<file path="src/rtl/regidx_flatten.sv">
module regidx_flatten #(
  parameter int ARCH_REGS = 16,
  parameter int SLOT_REGS = 32,
  parameter int MODE_W    = 5,
  parameter int PHYS_W    = 6
) (
  input  logic [MODE_W+$clog2(SLOT_REGS):0] lidx_i,
  input  logic [MODE_W-1:0]                 mode_i,
  output logic [PHYS_W-1:0]                 pidx_o,
  output logic                              err_o
);
  localparam int SLOT_W = $clog2(SLOT_REGS);
  localparam int MAG_W  = MODE_W + SLOT_W;
  localparam int FIQ_BASE  = ARCH_REGS;
  localparam int PAIR_BASE = FIQ_BASE + 7;
  localparam int TOTAL     = PAIR_BASE + 10;

  localparam logic [MODE_W-1:0] M_USR = MODE_W'(5'h10);
  localparam logic [MODE_W-1:0] M_FIQ = MODE_W'(5'h11);
  localparam logic [MODE_W-1:0] M_IRQ = MODE_W'(5'h12);
  localparam logic [MODE_W-1:0] M_SVC = MODE_W'(5'h13);
  localparam logic [MODE_W-1:0] M_MON = MODE_W'(5'h16);
  localparam logic [MODE_W-1:0] M_ABT = MODE_W'(5'h17);
  localparam logic [MODE_W-1:0] M_UND = MODE_W'(5'h1B);
  localparam logic [MODE_W-1:0] M_SYS = MODE_W'(5'h1F);

  wire              negative = lidx_i[MAG_W];
  wire [MAG_W-1:0]  mag      = lidx_i[MAG_W-1:0];
  wire [MODE_W-1:0] xmode    = mag[MAG_W-1:SLOT_W];
  wire [SLOT_W-1:0] xoff     = mag[SLOT_W-1:0];

  function automatic logic [PHYS_W:0] remap(input logic [MODE_W-1:0] m,
                                            input logic [SLOT_W-1:0] r);
    int pair;
    logic ok;
    logic [PHYS_W-1:0] p;
    p    = PHYS_W'(r);
    ok   = 1'b1;
    pair = -1;
    case (m)
      M_USR, M_SYS: ;
      M_FIQ: if (r >= 8 && r <= 14) p = PHYS_W'(FIQ_BASE + int'(r) - 8);
      M_IRQ: pair = 0;
      M_SVC: pair = 1;
      M_MON: pair = 2;
      M_ABT: pair = 3;
      M_UND: pair = 4;
      default: ok = 1'b0;
    endcase
    if (pair >= 0 && (r == 13 || r == 14))
      p = PHYS_W'(PAIR_BASE + 2 * pair + int'(r) - 13);
    return {ok, p};
  endfunction

  logic [PHYS_W:0] res;

  always_comb begin
    res = '0;
    if (negative)
      res = '0;
    else if (int'(mag) < ARCH_REGS)
      res = remap(mode_i, xoff);
    else if (int'(mag) < TOTAL)
      res = {1'b1, PHYS_W'(mag)};
    else if (int'(xoff) < ARCH_REGS)
      res = remap(xmode, xoff);
  end

  assign err_o  = ~res[PHYS_W];
  assign pidx_o = err_o ? '0 : res[PHYS_W-1:0];
endmodule

</file>
<file path="config.mk">
export PLATFORM = sky130hd
export DESIGN_NAME = regidx_flatten
export DESIGN_NICKNAME = d
export VERILOG_FILES = /design/src/rtl/regidx_flatten.sv
export SDC_FILE = /design/constraint.sdc
export NUM_CORES = 1
export LEC_CHECK = 0
export ABC_AREA = 1
export BUFFER_PORTS_ARGS = -buffer_cell sky130_fd_sc_hd__buf_2
export CAP_MARGIN = 20
export CORE_ASPECT_RATIO = 1.2
export CORE_MARGIN = 3
export CORE_UTILIZATION = 62
export DETAILED_ROUTE_END_ITERATION = 12
export PLACE_DENSITY = 0.89
export SYNTH_ARGS = -nofsm -noshare
export SYNTH_HDL_FRONTEND = slang
export SYNTH_SLANG_ARGS = --single-unit
</file>
<file path="constraint.sdc">
create_clock -name vclk -period 3.47
set_clock_uncertainty 0.1 [all_clocks]
set_input_delay 0.347 -clock vclk [all_inputs]
set_output_delay 0.347 -clock vclk [all_outputs]
set_load 0.02 [all_outputs]
</file>
[After elaboration in Yosys (flattened, before gate mapping)]
Index checks and enable logic that the tools add are counted.
Storage, ports and cells
  register bits after elaboration: 0
  word-level logic and storage cells: 60
Operators by class
  add/subtract/negate cells: 8
  magnitude comparators: 7
  eq/ne operators: 18
  mux-type cells: 20
  bitwise operators: 1
  reductions and logical operators: 6
Operators with widths (count)
  $pmux 32 s5: 2
  $mux 32: 6
  $eq 5x5->1 const B: 16
  $ge 32x1->1 const B: 2
  $mux 6: 6
  $mux 7: 4
  $reduce_or 8->1: 2
  $add 6x6->6: 2
  $add 6x6->6 const A: 2
  $sub 6x5->6 const B: 2
  $eq 5x4->1 const B: 2
  $lt 10x5->1 const B: 1
  $lt 10x6->1 const B: 1
  $add 5x5->6 const A: 1
  $sub 6x4->6 const B: 1
  $ge 5x4->1 const B: 1
  $le 5x4->1 const B: 1
  $lt 5x5->1 const B: 1
  $logic_and 1x1->1: 3
  $mux 1: 2
  $logic_or 1x1->1: 1
  $not 1->1: 1

[Depth between registers and ports, before layout]
  word-level depth: 15
  gate-level depth with buffers: 17
  gate-level depth less buffers: 17

[Worst setup path after synthesis]
No wires, ideal clock.
  path kind: input to output
  start point: input port mode_i[2]
  end point: output port pidx_o[4]
  data arrival time: 2324 ps
  setup slack: 699 ps
  stages on the path: 16
  buffers on the path: 0
  cells stage by stage: inv_1 > nand2_1 > o21ai_4 > inv_1 > a21oi_1 > ha_1 > inv_1 > ha_1 > fa_1 > xor2_1 > nand3_1 > nand2_1 > inv_1 > nand2_1 > nand3_1 > nor2_1
Between the ends
  word-level cells in the longest chain between the ends: 11
  elaborated cells on any way between the ends: 23
Ends and longest elaborated chain
  from (decl): line 8  | input logic [MODE_W-1:0] mode_i,
  $eq 5x5->1: line 40  | case (m)
  $pmux 32 s5: line 40
  $mux 32: line 61  | else if (int'(mag) < ARCH_REGS)
  $mux 32: line 59  | if (negative)
  $add 6x6->6 (2 in series): line 51  | p = PHYS_W'(PAIR_BASE + 2 * pair + int'(r) - 13);
  $sub 6x5->6: line 51
  $mux 6: line 50  | if (pair >= 0 && (r == 13 || r == 14))
  $mux 7 *: line 61
  $mux 7 *: line 59
  $mux 6 *: line 70  | assign pidx_o = err_o ? '0 : res[PHYS_W-1:0];
  to (decl): line 9  | output logic [PHYS_W-1:0] pidx_o,
Mark *: on every way between the ends. The rest lies on a longest branch, timed or not. The select of a mux whose other input is x is not followed.

[Worst setup path after layout]
Ends and elaborated chain as after synthesis.

==> results.yml <==
status:
  status: "completed"
routing:
  drcViolationCount: 0
  drt-vias-per-instance: 5.40
  vias: 1268
  drt_iter0_markers: 36
  drtPass1Iterations: 4
  wl_um: 2680
  antenna_left: 0
  wl_per_cell_um: 11.4
place:
  place_area_sq_mm: 0.00124
  dp_hpwl_um: 2320
  gp_congestion: 0.914
  io_buffers: 23
  post-place-ws_ns: 0.434
finish:
  seqCellArea_sq_um: 0
  syn_to_final_growth_pct: 12.5
  antenna-diode-count: 0
  nFlopsAndLatches: 0
  final_common_cell: "nand2_1"
  clockBufferCount: 0
  fin_area_sq_mm: 0.00124
  finalNetCount: 253
  final_cell_mix: "nand2_1 (54), inv_1 (33), buf_2 (23), nand3_1 (20), nor2_1 (19)"
  drive_gt1_share_pct: 24.4
sta:
  setup_viol: 0
  worst_pin_slew_ns: 0.295
  period_share_pct: 87.8
  period_minus_slack_ns: 3.05
  fmax_mhz: 328
  fin_tns_setup_ns: 0
  slew-limit-headroom_pct: 80.3
  rsz0062_at_grt: "no"
  drv_slew: 0
  hold_viol_final: 0
  fin_ws_ns: 0.424
global_routing:
  antenna_found_initial: 0
  grt_max_degree: 13
  grt_pass1_vias: 1167
  grt_use_total_pct: 25.6
  grt_pass1_wl_um: 4720
  gr-total-overflow: 0
power_and_ir_drop:
  p_seq_share_pct: 0
  p_switching_uw: 78.2
  swShare_pct: 62.1
  p_comb_share_pct: 100.0
  ir_drop_uv: 65.0
  p_int_uw: 47.7
  cellLeakagePower_uw: 0.000725
  power.density_mw_per_mm2: 102
  p_clk_share_pct: 0
die:
  core_area_sq_mm: 0.00166
  dieArea_sq_mm: 0.00232
  start_util_pct: 66.3
  dieHeight_um: 52.2
  fp-row-count: 16
  pin_count: 23
  chipWidth_um: 44.5
critical_path:
  cp_max_fo: 5
  crit_type: "input pin to primary output"
  required_ns: 3.02
  arrival_ns: 2.60
  cp-end-kind: "primary output"
  start_kind: "input pin"
min_path:
  holdPathStages: 4
  hold_path_class: "input pin to primary output"
synthesis:
  yosysWarningCount: 0
  synth_area_sq_mm: 0.00110
  synth_seq_area_share_pct: 0
  syn_nets: 228
  syn_avg_cell_area_sq_um: 5.68
  syn_inst: 194
  yosys.cell_types.count: 26
job:
  drv_cap: 0
clock_network:
  cts-hold-fix-buffers: 0
  cts_resized: 0
  post-cts-setup-buffer-count: 0
==> synthesized netlist by cell type <==
library cell | number | area share, %
ha_1 | 16 | 18
xor2_1 | 2 | 1.6
nand4_1 | 2 | 1.1
clkinv_1 | 1 | 0.34
inv_1 | 33 | 11
nand2_4 | 1 | 1.0
o211ai_1 | 4 | 2.7
a21oi_4 | 1 | 1.5
a21boi_1 | 1 | 0.68
or2_2 | 1 | 0.57
fa_1 | 2 | 3.6
o21ai_4 | 2 | 3.0
a21oi_1 | 5 | 2.3
inv_2 | 7 | 2.4
nor2_1 | 19 | 6.5
a31oi_1 | 1 | 0.57
xnor2_1 | 1 | 0.80
nor2_2 | 6 | 3.4
nand2_2 | 5 | 2.8
nand3_1 | 20 | 9.1
nand4_2 | 1 | 1.1
o21ai_0 | 1 | 0.45
nand3b_1 | 2 | 1.4
nand3_2 | 4 | 3.6
a21oi_2 | 2 | 1.6
nand2_1 | 54 | 18
==> kinds of logic after synthesis <==
logic type	Yosys count	synth area share [%]
buffers and inverters	41	14.0
AND/OR/NAND/NOR	115	49.1
XOR/XNOR	3	2.39
adder cells (fa/ha/maj)	18	21.8
AO/OA/AOI/OAI	17	12.7
==> worst max-delay path, cell delays in order <==
cell	delay, ns
buf_2	0.10
inv_1	0.08
nand2_1	0.10
o21ai_4	0.22
inv_1	0.10
a21oi_1	0.13
ha_1	0.16
inv_1	0.04
ha_1	0.20
fa_1	0.38
xor2_1	0.17
nand3_1	0.09
nand2_1	0.06
inv_1	0.03
nand2_1	0.05
nand3_1	0.08
nor2_1	0.09
buf_2	0.16
==> through the flow <==
step	instances	util, %	hold WS, ns	power (uW)
after floorplan	194	-	0.756	86.3
after global placement	235	74.5	0.977	117
after detailed placement	235	74.5	0.987	125
after CTS	235	74.5	0.989	125
after global routing	235	74.5	1.02	144
final	235	74.5	0.989	126
==> per-layer routing <==
metal / part of all wire, % / global-route usage (%)
met1: 43 / 30.0
met2: 53 / 51.4
met3: 3.4 / 0
met4: 0.67 / 2.51
met5: 0 / 0
==> cell type report <==
| class | count | area (sq um) |
|---|---|---|
| Fill cell | 156 | 423 |
| Timing Repair Buffer | 23 | 115 |
| Multi-Input combinational cell | 153 | 947 |
| Tap cell | 18 | 22.5 |
| Inverter | 41 | 154 |
==> path summary, 6_finish.rpt <==
check / endpoint / start / slack [ns]
min: pidx_o[0] / lidx_i[0] / 0.99
max: pidx_o[4] / mode_i[2] / 0.42
==> power by group through the flow <==
| stage | registers, uW | logic (uW) | clock network, uW |
|---|---|---|---|
| floorplan | 0 | 86.3 | 0 |
| global placement | 0 | 117 | 0 |
| detailed placement | 0 | 125 | 0 |
| CTS | 0 | 125 | 0 |
| global route | 0 | 144 | 0 |
| finish | 0 | 126 | 0 |
No activity file was read; power rests on OpenSTA's default activity.
